**config.mk**
```make
export PLATFORM = sky130hd
export DESIGN_NAME = dma_busown_ctrl
export DESIGN_NICKNAME = d
export VERILOG_FILES = /design/src/rtl/dma_pkg.sv /design/src/rtl/dma_global_regs.sv /design/src/rtl/dma_chan_regs.sv /design/src/rtl/dma_arbiter.sv /design/src/rtl/dma_engine.sv /design/src/rtl/dma_busown_ctrl.sv
export SDC_FILE = /design/constraint.sdc
export NUM_CORES = 1
export LEC_CHECK = 0
export ABC_AREA = 1
export BUFFER_PORTS_ARGS = -buffer_cell sky130_fd_sc_hd__buf_2
export CAP_MARGIN = 20
export CORE_MARGIN = 4
export CORE_UTILIZATION = 45
export CTS_BUF_LIST = sky130_fd_sc_hd__clkbuf_8
export DETAILED_ROUTE_END_ITERATION = 6
export HOLD_SLACK_MARGIN = 0.15
export PLACE_DENSITY_LB_ADDON = 0.08
export SYNTH_ARGS = -nofsm -noshare
export SYNTH_HDL_FRONTEND = slang
export SYNTH_HIERARCHICAL = 1
export SYNTH_SLANG_ARGS = --single-unit
export TNS_END_PERCENT = 20
```
**constraint.sdc**
```tcl
create_clock -name clk -period 7.6 [get_ports clk]
set_input_delay 0.38 -clock clk [delete_from_list [all_inputs] [get_ports clk]]
set_output_delay 0.38 -clock clk [all_outputs]
set_load 0.02 [all_outputs]
```
**src/rtl/dma_pkg.sv**
```systemverilog
package dma_pkg;
  typedef enum logic [1:0] {ST_IDLE, ST_REQ, ST_RD, ST_WR} eng_state_e;
  localparam logic [1:0] SRC_LINE = 2'd0;
  localparam logic [1:0] SRC_AUTO = 2'd1;
  localparam int CTRL_BITS = 5;
endpackage

```
**src/rtl/dma_global_regs.sv**
```systemverilog
module dma_global_regs (
  input  logic       clk,
  input  logic       rst_n,
  input  logic       wr_en,
  input  logic [1:0] wd,
  input  logic       nmi_in,
  output logic       gen,
  output logic       nmif,
  output logic       nmi_rise
);
  logic nmi_q;

  assign nmi_rise = nmi_in && !nmi_q;

  always_ff @(posedge clk or negedge rst_n) begin
    if (!rst_n) begin
      nmi_q <= 1'b0;
      gen   <= 1'b0;
      nmif  <= 1'b0;
    end else begin
      nmi_q <= nmi_in;
      if (wr_en) gen <= wd[0];
      if (nmi_rise) nmif <= 1'b1;
      else if (wr_en && !wd[1]) nmif <= 1'b0;
    end
  end

  // an edge always leaves the flag set
  p_nmi_flag_r7: assert property (@(posedge clk) disable iff (!rst_n)
    nmi_rise |=> nmif);
endmodule

```
**src/rtl/dma_chan_regs.sv**
```systemverilog
module dma_chan_regs #(
  parameter int CNT_W  = 16,
  parameter int ADDR_W = 16
) (
  input  logic              clk,
  input  logic              rst_n,
  input  logic              ctrl_we,
  input  logic              cnt_we,
  input  logic              adr_we,
  input  logic              is_byte,
  input  logic [4:0]        ctrl_wd,
  input  logic [CNT_W-1:0]  cnt_wd,
  input  logic [ADDR_W-1:0] adr_wd,
  input  logic              unit_done,
  output logic              en,
  output logic              burst,
  output logic [1:0]        src,
  output logic              tend,
  output logic [CNT_W-1:0]  cnt,
  output logic [ADDR_W-1:0] adr,
  output logic              last,
  output logic              eot
);
  logic src_locked;

  assign last       = (cnt == CNT_W'(1));
  assign src_locked = en && (ctrl_wd[3:2] != src);

  always_ff @(posedge clk or negedge rst_n) begin
    if (!rst_n) begin
      en    <= 1'b0;
      burst <= 1'b0;
      src   <= '0;
      tend  <= 1'b0;
      cnt   <= '0;
      adr   <= '0;
      eot   <= 1'b0;
    end else begin
      eot <= 1'b0;
      if (ctrl_we && !src_locked) begin
        en    <= ctrl_wd[0];
        burst <= ctrl_wd[1];
        src   <= ctrl_wd[3:2];
        if (!ctrl_wd[4]) tend <= 1'b0;
      end
      if (unit_done) begin
        cnt <= cnt - CNT_W'(1);
        adr <= adr + ADDR_W'(1);
        if (last) begin
          en   <= 1'b0;
          tend <= 1'b1;
          eot  <= 1'b1;
        end
      end else begin
        if (cnt_we && !is_byte) cnt <= cnt_wd;
        if (adr_we && !is_byte) adr <= adr_wd;
      end
    end
  end

  // source select frozen while enabled
  p_src_lock_r2: assert property (@(posedge clk) disable iff (!rst_n)
    en |=> $stable(src));
  // end pulse lasts one cycle
  p_eot_pulse_r6: assert property (@(posedge clk) disable iff (!rst_n)
    eot |=> !eot);
  // pulse coincides with flag set and channel disabled
  p_eot_flags_r6: assert property (@(posedge clk) disable iff (!rst_n)
    eot |-> (tend && !en));
endmodule

```
**src/rtl/dma_arbiter.sv**
```systemverilog
module dma_arbiter #(
  parameter int N_CH = 4,
  parameter int IW   = (N_CH > 1) ? $clog2(N_CH) : 1
) (
  input  logic [N_CH-1:0] req,
  output logic            any,
  output logic [IW-1:0]   idx
);
  assign any = |req;

  always_comb begin
    idx = '0;
    for (int i = N_CH - 1; i >= 0; i--) begin
      if (req[i]) idx = IW'(i);
    end
  end
endmodule

```
**src/rtl/dma_engine.sv**
```systemverilog
module dma_engine
  import dma_pkg::*;
#(
  parameter int N_CH = 4,
  parameter int IW   = 2
) (
  input  logic            clk,
  input  logic            rst_n,
  input  logic            pick_valid,
  input  logic [IW-1:0]   pick_idx,
  input  logic            stop,
  input  logic [N_CH-1:0] en_vec,
  input  logic [N_CH-1:0] burst_vec,
  input  logic [N_CH-1:0] last_vec,
  input  logic            bus_gnt,
  output logic            bus_req,
  output logic            bus_rd,
  output logic            bus_wr,
  output logic            unit_done,
  output logic [IW-1:0]   cur_ch
);
  eng_state_e state;
  logic       halt;

  assign halt      = stop || !en_vec[cur_ch];
  assign bus_req   = (state != ST_IDLE);
  assign bus_rd    = (state == ST_RD) && bus_gnt && !halt;
  assign bus_wr    = (state == ST_WR) && bus_gnt && !halt;
  assign unit_done = bus_wr;

  always_ff @(posedge clk or negedge rst_n) begin
    if (!rst_n) begin
      state  <= ST_IDLE;
      cur_ch <= '0;
    end else begin
      unique case (state)
        ST_IDLE: if (pick_valid) begin
          state  <= ST_REQ;
          cur_ch <= pick_idx;
        end
        ST_REQ: begin
          if (halt) state <= ST_IDLE;
          else if (bus_gnt) state <= ST_RD;
        end
        ST_RD: begin
          if (halt) state <= ST_IDLE;
          else if (bus_gnt) state <= ST_WR;
        end
        ST_WR: begin
          if (halt) state <= ST_IDLE;
          else if (bus_gnt) begin
            if (last_vec[cur_ch] || !burst_vec[cur_ch]) state <= ST_IDLE;
            else state <= ST_RD;
          end
        end
        default: state <= ST_IDLE;
      endcase
    end
  end

  // a write phase only follows a read phase of the same unit
  p_rd_before_wr_r3: assert property (@(posedge clk) disable iff (!rst_n)
    bus_wr |-> ($past(state) == ST_RD || $past(state) == ST_WR));
  // cycle-steal hands the bus back after each unit
  p_cs_release_r4: assert property (@(posedge clk) disable iff (!rst_n)
    (unit_done && !burst_vec[cur_ch]) |=> !bus_req);
  // the final unit releases the bus
  p_final_release_r6: assert property (@(posedge clk) disable iff (!rst_n)
    (unit_done && last_vec[cur_ch]) |=> !bus_req);
  // stop condition leaves no request pending
  p_stop_release_r8: assert property (@(posedge clk) disable iff (!rst_n)
    stop |=> !bus_req);
endmodule

```
**src/rtl/dma_busown_ctrl.sv**
```systemverilog
module dma_busown_ctrl
  import dma_pkg::*;
#(
  parameter int N_CH   = 4,
  parameter int CNT_W  = 16,
  parameter int ADDR_W = 16,
  parameter int RA_W   = 8,
  parameter int DW     = 16,
  localparam int IW    = (N_CH > 1) ? $clog2(N_CH) : 1
) (
  input  logic              clk,
  input  logic              rst_n,
  input  logic              reg_we,
  input  logic              reg_byte,
  input  logic [RA_W-1:0]   reg_addr,
  input  logic [DW-1:0]     reg_wdata,
  output logic [DW-1:0]     reg_rdata,
  input  logic [N_CH-1:0]   chan_req,
  input  logic              nmi_in,
  output logic              bus_req,
  input  logic              bus_gnt,
  output logic              bus_rd,
  output logic              bus_wr,
  output logic [IW-1:0]     bus_ch,
  output logic [ADDR_W-1:0] bus_addr,
  output logic [N_CH-1:0]   eot_irq
);
  localparam int BLK = 16;

  logic              gen, nmif, nmi_rise, stop;
  logic              glob_we, unit_done, pick_valid;
  logic [IW-1:0]     pick_idx, cur_ch;
  logic [N_CH-1:0]   en_v, burst_v, tend_v, last_v, elig, done_v;
  logic [1:0]        src_a [N_CH];
  logic [CNT_W-1:0]  cnt_a [N_CH];
  logic [ADDR_W-1:0] adr_a [N_CH];

  assign glob_we = reg_we && (reg_addr == '0);
  assign stop    = !gen || nmif || nmi_rise;

  dma_global_regs u_glob (
    .clk      (clk),
    .rst_n    (rst_n),
    .wr_en    (glob_we),
    .wd       (reg_wdata[1:0]),
    .nmi_in   (nmi_in),
    .gen      (gen),
    .nmif     (nmif),
    .nmi_rise (nmi_rise)
  );

  for (genvar c = 0; c < N_CH; c++) begin : g_ch
    localparam logic [RA_W-1:0] BASE = RA_W'((c + 1) * BLK);
    logic src_ok;

    assign src_ok = (src_a[c] == SRC_LINE) ? chan_req[c] : (src_a[c] == SRC_AUTO);
    assign elig[c]   = en_v[c] && src_ok && (cnt_a[c] != '0) && !stop;
    assign done_v[c] = unit_done && (cur_ch == IW'(c));

    dma_chan_regs #(.CNT_W(CNT_W), .ADDR_W(ADDR_W)) u_regs (
      .clk       (clk),
      .rst_n     (rst_n),
      .ctrl_we   (reg_we && (reg_addr == BASE)),
      .cnt_we    (reg_we && (reg_addr == BASE + RA_W'(4))),
      .adr_we    (reg_we && (reg_addr == BASE + RA_W'(8))),
      .is_byte   (reg_byte),
      .ctrl_wd   (reg_wdata[CTRL_BITS-1:0]),
      .cnt_wd    (reg_wdata[CNT_W-1:0]),
      .adr_wd    (reg_wdata[ADDR_W-1:0]),
      .unit_done (done_v[c]),
      .en        (en_v[c]),
      .burst     (burst_v[c]),
      .src       (src_a[c]),
      .tend      (tend_v[c]),
      .cnt       (cnt_a[c]),
      .adr       (adr_a[c]),
      .last      (last_v[c]),
      .eot       (eot_irq[c])
    );
  end

  dma_arbiter #(.N_CH(N_CH), .IW(IW)) u_arb (
    .req (elig),
    .any (pick_valid),
    .idx (pick_idx)
  );

  dma_engine #(.N_CH(N_CH), .IW(IW)) u_eng (
    .clk        (clk),
    .rst_n      (rst_n),
    .pick_valid (pick_valid),
    .pick_idx   (pick_idx),
    .stop       (stop),
    .en_vec     (en_v),
    .burst_vec  (burst_v),
    .last_vec   (last_v),
    .bus_gnt    (bus_gnt),
    .bus_req    (bus_req),
    .bus_rd     (bus_rd),
    .bus_wr     (bus_wr),
    .unit_done  (unit_done),
    .cur_ch     (cur_ch)
  );

  assign bus_ch   = cur_ch;
  assign bus_addr = adr_a[cur_ch];

  always_comb begin
    reg_rdata = '0;
    if (reg_addr == '0) reg_rdata = DW'({nmif, gen});
    for (int c = 0; c < N_CH; c++) begin
      if (reg_addr == RA_W'((c + 1) * BLK))
        reg_rdata = DW'({tend_v[c], src_a[c], burst_v[c], en_v[c]});
      if (reg_addr == RA_W'((c + 1) * BLK + 4)) reg_rdata = DW'(cnt_a[c]);
      if (reg_addr == RA_W'((c + 1) * BLK + 8)) reg_rdata = DW'(adr_a[c]);
    end
  end

  // channel 0 wins whenever it is eligible
  p_prio_r5: assert property (@(posedge clk) disable iff (!rst_n)
    elig[0] |-> (pick_valid && pick_idx == '0));
  // completions never overlap
  p_eot_single_r6: assert property (@(posedge clk) disable iff (!rst_n)
    $onehot0(eot_irq));
endmodule

```
# Word level (Yosys, flattened, before mapping)
# Cells that the tools add are included.
dict set report totals {
  ff_bits 159
}
dict set report classes {
  addsub 8
  order_cmp 2
  n_eq_ne 34
  muxes 93
  bitwise 1
  reduce_logical 91
}
# cell n
set ops {}
lappend ops {{2-to-1 mux 16 bit} 30}
lappend ops {{adder 16 x 1 -> 16 bit, second input constant} 4}
lappend ops {{== test 16 x 1 -> 1 bit, second input constant} 4}
lappend ops {{nonzero test 16 bit} 4}
lappend ops {{subtractor 16 x 1 -> 16 bit, second input constant} 4}
lappend ops {{logical AND 1 bit} 51}
lappend ops {{== test 8 x 6 -> 1 bit, second input constant} 6}
lappend ops {{2-to-1 mux 1 bit} 45}
lappend ops {{binary-select mux 16 bit (select 2 bit)} 1}
lappend ops {{2-to-1 mux 2 bit} 13}
lappend ops {{== test 8 x 5 -> 1 bit, second input constant} 3}
lappend ops {{== test 8 x 7 -> 1 bit, second input constant} 3}
lappend ops {{nonzero test 2 bit} 10}
lappend ops {{== test 2 x 1 -> 1 bit, second input constant} 6}
lappend ops {{logical NOT 1 bit} 12}
lappend ops {{logical NOT 2 bit} 6}
lappend ops {{!= test 3 x 2 -> 1 bit, second input constant} 3}
lappend ops {{== test 2 bit, second input constant} 4}
lappend ops {{logical NOT 8 bit} 1}
lappend ops {{!= test 2 bit} 4}
lappend ops {{one-hot mux 2 bit (4 select lines)} 1}
lappend ops {{binary-select mux 1 bit (select 2 bit)} 3}
lappend ops {{logical OR 1 bit} 4}
lappend ops {{AND reduction 4 bit} 1}
lappend ops {{6 further kinds} 6}

# Longest topological paths before layout
# Gate-level depths: netlist (run 1).
dict set report depth {
  word_depth 14
  depth_mapped 20
  ltp_nobuf 16
}

# Cells and area by module
# The synthesis (run 1) kept the hierarchy.
# module instances cells_each area_each_um2 seq_area_each_um2
set by_module_without_submodules {}
lappend by_module_without_submodules {{dma_chan_regs at g_ch[1].u_regs ...} 3 396 2675.1 950.9}
lappend by_module_without_submodules {{dma_chan_regs at g_ch[0].u_regs} 1 396 2671.3 950.9}
lappend by_module_without_submodules {dma_busown_ctrl 1 410 2044.5 0.0}
lappend by_module_without_submodules {dma_engine 1 58 355.3 100.1}
lappend by_module_without_submodules {dma_global_regs 1 13 113.9 75.1}
lappend by_module_without_submodules {dma_arbiter 1 9 46.3 0.0}

# Worst setup path after synthesis (run 1)
# OpenSTA, ideal clock, no wires.
dict set report synth_path {
  path_kind {in2reg}
  startpoint {input nmi_in}
  endpoint {register g_ch[1].u_regs.adr[8]}
  arrival_ns 2.846
  t_required_ns 7.487
  path_slack_ns 4.641
  path_stages 19
  path_buffers 4
  path_cell_list {nand2_1 > inv_1 > or3b_2 > clkbuf_1 > inv_1 > nand2_1 > nor3_1 > buf_4 > inv_1 > nor3_1 > buf_4 > buf_6 > nand2_1 > inv_1 > nand3_1 > o21ai_1 > nand2_1 > nand2_1 > inv_1}
}
dict set report synth_via {
  elab_chain_len 7
  word_cells_on_any_way 8
  classes_between {1 x mux; 7 x reduce/logical}
}
# item line
set synth_lines {}
lappend synth_lines {{from (decl)} dma_busown_ctrl.sv:19} ;# input logic nmi_in,
lappend synth_lines {{logical AND 1 bit (*)} dma_global_regs.sv:13} ;# assign nmi_rise = nmi_in && !nmi_q;
lappend synth_lines {{net nmi_rise} dma_busown_ctrl.sv:30} ;# logic gen, nmif, nmi_rise, stop;
lappend synth_lines {{logical OR 1 bit (*)} dma_busown_ctrl.sv:39} ;# assign stop = !gen || nmif || nmi_rise;
lappend synth_lines {{net stop} dma_busown_ctrl.sv:30}
lappend synth_lines {{logical OR 1 bit (*)} dma_engine.sv:25} ;# assign halt = stop || !en_vec[cur_ch];
lappend synth_lines {{logical NOT 1 bit (*)} dma_engine.sv:28} ;# assign bus_wr = (state == ST_WR) && bus_gnt && !halt;
lappend synth_lines {{logical AND 1 bit (*)} dma_engine.sv:28}
lappend synth_lines {{net bus_wr} dma_busown_ctrl.sv:23} ;# output logic bus_wr,
lappend synth_lines {{logical AND 1 bit (*)} dma_busown_ctrl.sv:58} ;# assign done_v[c] = unit_done && (cur_ch == IW'(c));
lappend synth_lines {{net done_v[1]} dma_busown_ctrl.sv:33} ;# logic [N_CH-1:0] en_v, burst_v, tend_v, last_v, elig, done_v;
lappend synth_lines {{2-to-1 mux 16 bit / nonzero test 2 bit (equally long branches)} -}
lappend synth_lines {{to (signal assigned)} dma_chan_regs.sv:48} ;# adr <= adr + ADDR_W'(1);
lappend synth_lines {{to (signal assigned)} dma_chan_regs.sv:56} ;# if (adr_we && !is_byte) adr <= adr_wd;
lappend synth_lines {{to (decl)} dma_chan_regs.sv:20} ;# output logic [ADDR_W-1:0] adr,
# The timed path passes the listed nets; every way through them passes the cells marked *.
# A chain may end at the register's enable or synchronous reset.

# Worst setup path in the final report (run 1)
dict set report layout_path {
  startpoint {register u_eng.cur_ch[0]}
  endpoint {output bus_addr[0]}
}
dict set report layout_via {
  elab_chain_len 4
}
# item line
set layout_lines {}
lappend layout_lines {{from (decl)} dma_engine.sv:20} ;# output logic [IW-1:0] cur_ch
lappend layout_lines {{from (signal assigned)} dma_engine.sv:39} ;# cur_ch <= pick_idx;
lappend layout_lines {{inverter 2 -> 3 bit (implied by the code)} dma_busown_ctrl.sv:106} ;# assign bus_addr = adr_a[cur_ch];
lappend layout_lines {{binary-select mux 16 bit (select 2 bit)} dma_busown_ctrl.sv:106}
lappend layout_lines {{2-to-1 mux 16 bit (implied by the code) (2 in a row)} dma_busown_ctrl.sv:106}
lappend layout_lines {{to (decl)} dma_busown_ctrl.sv:25} ;# output logic [ADDR_W-1:0] bus_addr,
# No other way between the ends. The select of a mux whose other input is x is not followed.

==> results of run 1 <==
## path summary, 6_finish.rpt
| kind | from | endpoint | cells after the start |
|---|---|---|---|
| hold / removal | bus_gnt | u_eng/state[1] | 6 |
| setup reg to reg | u_glob/nmi_q | g_ch[0].u_regs/adr[6] | 15 |
| max in group asynchronous | rst_n | u_glob/gen | 3 |
| hold reg to reg | g_ch[1].u_regs/tend | g_ch[1].u_regs/tend | 2 |
| min in group asynchronous | rst_n | g_ch[1].u_regs/cnt[12] | 2 |
| setup / recovery | u_eng/cur_ch[0] | bus_addr[0] | 6 |
## tightest hold or removal path: stages
cell and delay, ns:
buf_2 0.08, inv_1 0.08, nand3_2 0.09, nand2_2 0.06, nand3_1 0.07, nand2_1 0.05
## sequential cells by signal, summed over array words and instances, names as in the netlist, 4 cells and up
signal	count
g_ch.u_regs/en	4
g_ch.u_regs/src	8
g_ch.u_regs/cnt	64
g_ch.u_regs/burst	4
g_ch.u_regs/tend	4
g_ch.u_regs/adr	64
g_ch.u_regs/eot	4
## placed cells by master (no fill, tap or decap), types with 36 or more instances in the layout
cell type,instances
nand3_1,255
dfrtp_1,159
o21ai_0,67
a21oi_1,40
o211ai_1,36
inv_1,241
buf_2,73
nor2_1,185
nand2_1,679
nor2_4,41
## synthesized netlist by cell type, drive strengths merged (12+ instances only)
library cell	instances	area, sq um
a21oi	47	262
nand3	262	1350
nand4	32	200
nor2	252	1300
a22oi	16	120
nand2	711	2770
inv	271	1020
o211ai	36	270
o21ai	89	445
dfrtp	159	3980
buf	43	325
a32oi	17	149
nand3b	20	150
xor2	12	105
nor4	12	75.1
nor3	38	267
ha	12	150
## logic make-up after synthesis
| family | count (synthesis) | share of synthesized area |
|---|---|---|
| xor+xnor | 16 | 0.0106 |
| flops | 159 | 0.300 |
| fa+ha+maj | 12 | 0.0113 |
| compound gates | 228 | 0.108 |
| simple gates | 1335 | 0.466 |
| buf+inv | 324 | 0.104 |
## power breakdown
part	internal (mW)	switching, mW	total [mW]
logic	0.0780	0.196	0.274
registers	0.877	0.0731	0.950
clock network	0.323	0.373	0.695
## metal layers
| layer | global-route usage | part of all wire | vias up |
|---|---|---|---|
| li1 | - | - | 6851 |
| met1 | 0.420 | 0.42 | 6781 |
| met2 | 0.478 | 0.44 | 727 |
| met3 | 0.0827 | 0.098 | 106 |
| met4 | 0.129 | 0.041 | 2 |
| met5 | 0 | 0.00025 | - |
## timing repair
action	in CTS	in global routing
hold buffers	2	0
hold endpoints to repair	55	0
setup buffers	0	0
## stage by stage
step	power, mW	util	hold WS [ns]	setup slack, ns	cell area, sq um
after floorplan	1.09	-	0.0844	4.64	13300
after global placement	1.23	0.480	0.390	4.32	13800
after detailed placement	1.23	0.480	0.387	4.26	13900
after CTS	1.93	0.495	0.298	3.97	14300
after global routing	2.00	0.495	0.348	3.69	14300
final	1.92	0.495	0.323	3.85	14300
## area by class of cell
cell class | instances | area (sq um)
flip-flops and latches | 159 | 3980
clock buffers | 17 | 234
fillers | 3069 | 14600
well taps | 384 | 480
inverters | 273 | 1020
repair buffers | 85 | 468
clock inverters | 15 | 173
diodes | 1 | 2.50
multi-input cells | 1591 | 7920
==> impl_results.md, run 1 <==
- Worst path cell trace: buf_4 > clkinv_1 > nor2_1 > a22oi_1 > o211ai_1 > buf_2
- Unrepaired setup endpoints after global routing: false
- DP HPWL: 37900 um
- Hold Path Class: in2reg
- Avg Inst Size Synth: 6.39 sq um
- Gpl congestion: 1.03
- WL final: 52100 um
- H-tree levels: 4
- Final hold violations: 0
- Post-synth cell types: 44
- Inserted Clock Buffers: 17
- Clock Latency Late Sink: 0.50 ns
- Post-Syn Area: 13300 sq um
- First-pass GRT wire length: 79100 um
- Die height: 180 um
- Setup TNS Final: 0 ns
- IO buf count: 74
- Peak fanout along the critical path: 22
- YS warnings: 6
- GR Util All Layers: 0.312
- CTS resizes: 0
- Max-Cap Viols: 0
- Crit-path max cell delay: 1.01 ns
- Worst-case clock buffer depth: 2
- CP required: 7.22 ns
- Detail Route Antenna Nets: 0
- Number of synthesized flops with an enable pin: 0
- Top FF cell, synth: dfrtp_1
- Core footprint: 28900 sq um
- Skew final: 0.0158 ns
- Leak Pwr: 7.00 nW
- Worst setup EP type: output port
- Top Ports: 75
- Layout cell share with drive strength beyond 1: 0.130
- Total number of vias: 14.5k
- Via density per instance: 5.73
- Die area: 32300 sq um
- Slew @ Worst Pin: 1.11 ns
- Vias in the first global route: 13.3k
- Yosys reg bits: 159
- Die W: 180 um
- Non-Filler Instances: 2525
- Fmax: 267 MHz
- Clock-pin slew on the worst setup and hold paths: 0.10 ns
- Crit path max-delay family: buffers and inverters
- Placed cells: 2490
- Drt pass-1 iters: 5
- TritonCTS clock tree: done
- Setup violations, final: 0
- DR iter-0 viols: 1480
- Outcome: finished, final reports clean
- P&R area growth vs syn: 7.75%
- Clock Sink Count: 159
- Mapped Nets: 2120
- Initial Util: 0.459
- Total grt overflow: 0
- Crit path arrival time: 3.37 ns
- Post-Synthesis Cells: 2074
- Share of synthesized registers carrying an async set or reset: 1.00
- Initial antenna violation count: 2
- Residual DRC count: 0
- Largest net degree at the start of global routing: 56
- Root Buffer: clkbuf_8
- Period minus WS final: 3.75 ns
- Rows: 62
- Flop-to-flop setup slack: 4.32 ns
- CP max stage cell: nor2_1
- Worst VDD drop: 0.0000910 V
- PwrDens: 134 nW/um^2
- CP Buf/Inv Count: 3
- Fin nets: 2173
- Slew headroom: 0.261
- Slew Viols, Final: 0
- Crit Path Category: reg2out
- Register area share after synthesis: 0.300
- WL per Instance: 20.6 um
- Final Cycle Share: 0.494
- Worst setup SP type: register
Note: power is estimated with default switching activity, not from simulation.
==> run 2: changes to the inputs <==
--- a/config.mk
+++ b/config.mk
@@ -5,7 +5,7 @@
 export SDC_FILE = /design/constraint.sdc
 export NUM_CORES = 1
 export LEC_CHECK = 0
-export ABC_AREA = 1
+export ABC_AREA = 0
 export BUFFER_PORTS_ARGS = -buffer_cell sky130_fd_sc_hd__buf_2
 export CAP_MARGIN = 20
 export CORE_MARGIN = 4
==> constraint.sdc (replaced) <==
create_clock -name clk -period 3.3 [get_ports clk]
set_input_delay 0.165 -clock clk [delete_from_list [all_inputs] [get_ports clk]]
set_output_delay 0.165 -clock clk [all_outputs]
set_load 0.02 [all_outputs]
==> impl_results.md, run 2 <==
- Commonest non-fill, non-tap cell in the layout: dfrtp_1
- Die height: 172 um (-4.5%)
- Detail Route Antenna Nets: 0 (unchanged)
- Die area: 29400 sq um (-8.8%)
- Post-synth top area share: 0.331 (+0.0305)
- IO buf count: 74 (unchanged)
- CTS resizes: 0 (unchanged)
- DP HPWL: 31300 um (-17%)
- Multi-input gate area: 7540 sq um (-4.8%)
- H-tree levels: 4 (unchanged)
- Flop-to-flop setup slack: 0.42 ns (-3.90 ns)
- Post-Syn Area: 12000 sq um (-9.2%)
- Largest net degree at the start of global routing: 66 (+18%)
- Yosys reg bits: 159 (unchanged)
- Most frequent cells in the layout: dfrtp_1, a21oi_1, a211oi_1
- Initial antenna violation count: 0 (-2)
- DR iter-0 viols: 1214 (-18%)
- Synth area leaders: dfrtp_1, a211oi_1, a21oi_1
- Worst path cell trace: dlygate4sd3_1 > buf_2 > nor2b_4 > nor3b_1 > inv_1 > and2b_2 > a22oi_2 > nor2_1 > nand2_1 > nor2_4 > buf_12 > buf_4 > a211oi_1 > a21oi_1
- First-pass GRT wire length: 67700 um (-14%)
- Non-Filler Instances: 1757 (-30%)
- Mapped Nets: 1423 (-33%)
- Core footprint: 26200 sq um (-9.2%)
- Final hold violations: 0 (unchanged)
- Clock-pin slew on the worst setup and hold paths: 0.10 ns (about the same)
- Post-synth cell types: 79 (+80%)
- Vias in the first global route: 10.8k (-18%)
- Setup slack at placement: 0.529 ns (-3.73 ns)
- Residual DRC count: 0 (unchanged)
- Outcome: finished, final reports clean
- Count leader, synth: dfrtp_1
- Die W: 172 um (-4.5%)
- Rows: 59 (-4.8%)
- Final Cycle Share: 0.884
- FILL cells: 2508 (-18%)
- Avg Inst Size Synth: 8.74 sq um (+37%)
- Cell taking the most area after synthesis: dfrtp_1
- Crit path arrival time: 3.31 ns (-0.06 ns)
- Worst R2R Start: u_glob/nmi_q
- YS warnings: 6 (unchanged)
- Total number of vias: 11.5k (-20%)
- TritonCTS clock tree: done
- Worst-case clock buffer depth: 2 (unchanged)
- GR Util All Layers: 0.299 (-0.0129)
- Setup TNS Final: 0 ns (unchanged)
- Via density per instance: 6.56 (+14%)
- Setup violations, final: 0 (unchanged)
- Switching share of power: 0.321 (-0.0130)
- Fmax: 343 MHz
- Setup Fix Bufs, Post-CTS: 0 (unchanged)
- Sequential group share of total power: 0.509 (+0.014)
- Share of synthesized registers carrying an async set or reset: 1.00 (unchanged)
- Setup crit end: g_ch[2].u_regs/cnt[12]
- Top post-synthesis cells by count: dfrtp_1, a21oi_1, a211oi_1
- CP Depth: 14 (+8)
- Unrepaired setup endpoints after global routing: false
- Number of synthesized flops with an enable pin: 0 (unchanged)
- CP Buf/Inv Count: 5 (+2)
- Slew Viols, Final: 0 (unchanged)
- Period minus WS final: 2.92 ns
- Max-Cap Viols: 0 (unchanged)
- CTS hold repair buffers: 4 (+2)
- Layout cell share with drive strength beyond 1: 0.146 (+0.0158)
- Initial Util: 0.459 (about the same)
- R2R depth: 12 (-3)
- Total grt overflow: 0 (unchanged)
- WL per Instance: 25.2 um (+22%)
- Clock Sink Count: 159 (unchanged)
- Worst VDD drop: 0.000280 V (+210%)
- Crit-path max cell delay: 0.53 ns (-0.48 ns)
- Gpl congestion: 0.942 (-8.8%)
- Worst setup SP type: input port
- Placed inst area: 12700 sq um (-8.2%)
- CP required: 3.69 ns (-3.53 ns)
- Peak fanout along the critical path: 26 (+18%)
- Seq. cell area: 3980 sq um (about the same)
- Crit Path Category: in2reg
- Combinational share of power: 0.135 (-0.008)
- Switching pwr: 1.35 mW (+110%)
- PwrDens: 318 nW/um^2 (+140%)
- Reg-to-Reg End: g_ch[2].u_regs/cnt[12]
- Critical Path Start: nmi_in
- Root Buffer: clkbuf_8
- Final core occ: 0.502 (+0.00658)
- Leak Pwr: 5.23 nW (-25%)
- P_int: 2.84 mW (+120%)
- Clock Latency Late Sink: 0.48 ns (-0.02 ns)
- Drt pass-1 iters: 6 (+1)
- Crit path max-delay family: simple AND/OR/NAND/NOR gates
- P&R area growth vs syn: 9.22%
- Regs by FF count: g_ch.u_regs/adr: 64 flops, g_ch.u_regs/cnt: 64 flops, g_ch.u_regs/src: 8 flops
- Fin nets: 1454 (-33%)
- Clock power frac: 0.356 (-0.006)
- WL final: 44300 um (-15%)
- Placed cells: 1720 (-31%)
- Inserted Clock Buffers: 17 (unchanged)
- Tot Pwr: 4.19 mW (+120%)
- Final WS setup: 0.383 ns (-3.47 ns)
- Post-Synthesis Cells: 1377 (-34%)
- Skew final: 0.0233 ns (+0.00748 ns)
- Hold Path Class: in2async
- Slew @ Worst Pin: 0.918 ns (-0.187 ns)
- Top FF cell, synth: dfrtp_1
- Top Ports: 75 (unchanged)
- Fin Hold WS: 0.232 ns (-0.0915 ns)
- Final Cell Area: 13100 sq um (-8.0%)
- CP max stage cell: dlygate4sd3_1
- Slew headroom: 0.387 (+0.126)
- Worst setup EP type: register
- Register area share after synthesis: 0.331 (+0.0305)
run 2: cell families (layout without fill, tap and decap cells):
group | after synthesis | in the layout | share of synthesized area
and+or+nand+nor | 504 | 504 | 0.247
muxes | 57 | 57 | 0.0671
DFF | 159 | 159 | 0.331
adders and majority gates | 12 | 12 | 0.0125
AOI/OAI and AO/OA | 409 | 409 | 0.222
buffers and inverters | 133 | 177 | 0.0460
xor gates and xnor gates | 103 | 103 | 0.0750
other | 0 | 1 | 0
run 2: cell type report:
type | count | area share
flip-flops and latches | 159 | 0.303
diodes | 1 | 0.000190
clock inverters | 14 | 0.0101
multi-input cells | 1085 | 0.574
well taps | 335 | 0.0319
inverters | 33 | 0.00942
repair buffers | 112 | 0.0530
clock buffers | 18 | 0.0188
run 2: worst min path at each step:
| stage | slack, ns | end | startpoint | cells past startpoint |
|---|---|---|---|---|
| floorplan | -0.13 | g_ch[0].u_regs/adr[0] | rst_n | 0 |
| global placement | 0.20 | g_ch[0].u_regs/src[1] | rst_n | 1 |
| detailed placement | 0.20 | g_ch[0].u_regs/en | rst_n | 1 |
| CTS | 0.21 | g_ch[2].u_regs/cnt[13] | reg_wdata[13] | 3 |
| global route | 0.23 | g_ch[3].u_regs/cnt[13] | reg_wdata[13] | 3 |
| finish | 0.23 | g_ch[1].u_regs/src[0] | rst_n | 2 |
run 2: power groups by stage:
stage / Sequential, mW / Clock (mW) / Combinational (mW)
after floorplan: 2.11 / 0 / 0.340
after global placement: 2.17 / 0 / 0.544
after detailed placement: 2.17 / 0 / 0.552
after CTS: 2.13 / 1.52 / 0.558
after global routing: 2.14 / 1.59 / 0.615
final: 2.13 / 1.49 / 0.565
run 2: routing by layer:
metal  global-route usage  part of all wire
met2                0.478              0.46
met4               0.0975             0.031
met3               0.0568             0.077
met1                0.411              0.43
met5                    0                 0
run 2: worst reg2reg max path, stage by stage, from the launching register on:
cell      delay (ns)
dfrtp_1         0.39
nor2b_4         0.05
nor3b_1         0.27
inv_1           0.15
and2b_2         0.25
a22oi_2         0.09
nor2_1          0.43
nand2_1         0.18
nor2_4          0.34
buf_12          0.23
buf_4           0.20
a211oi_1        0.06
a21oi_1         0.14
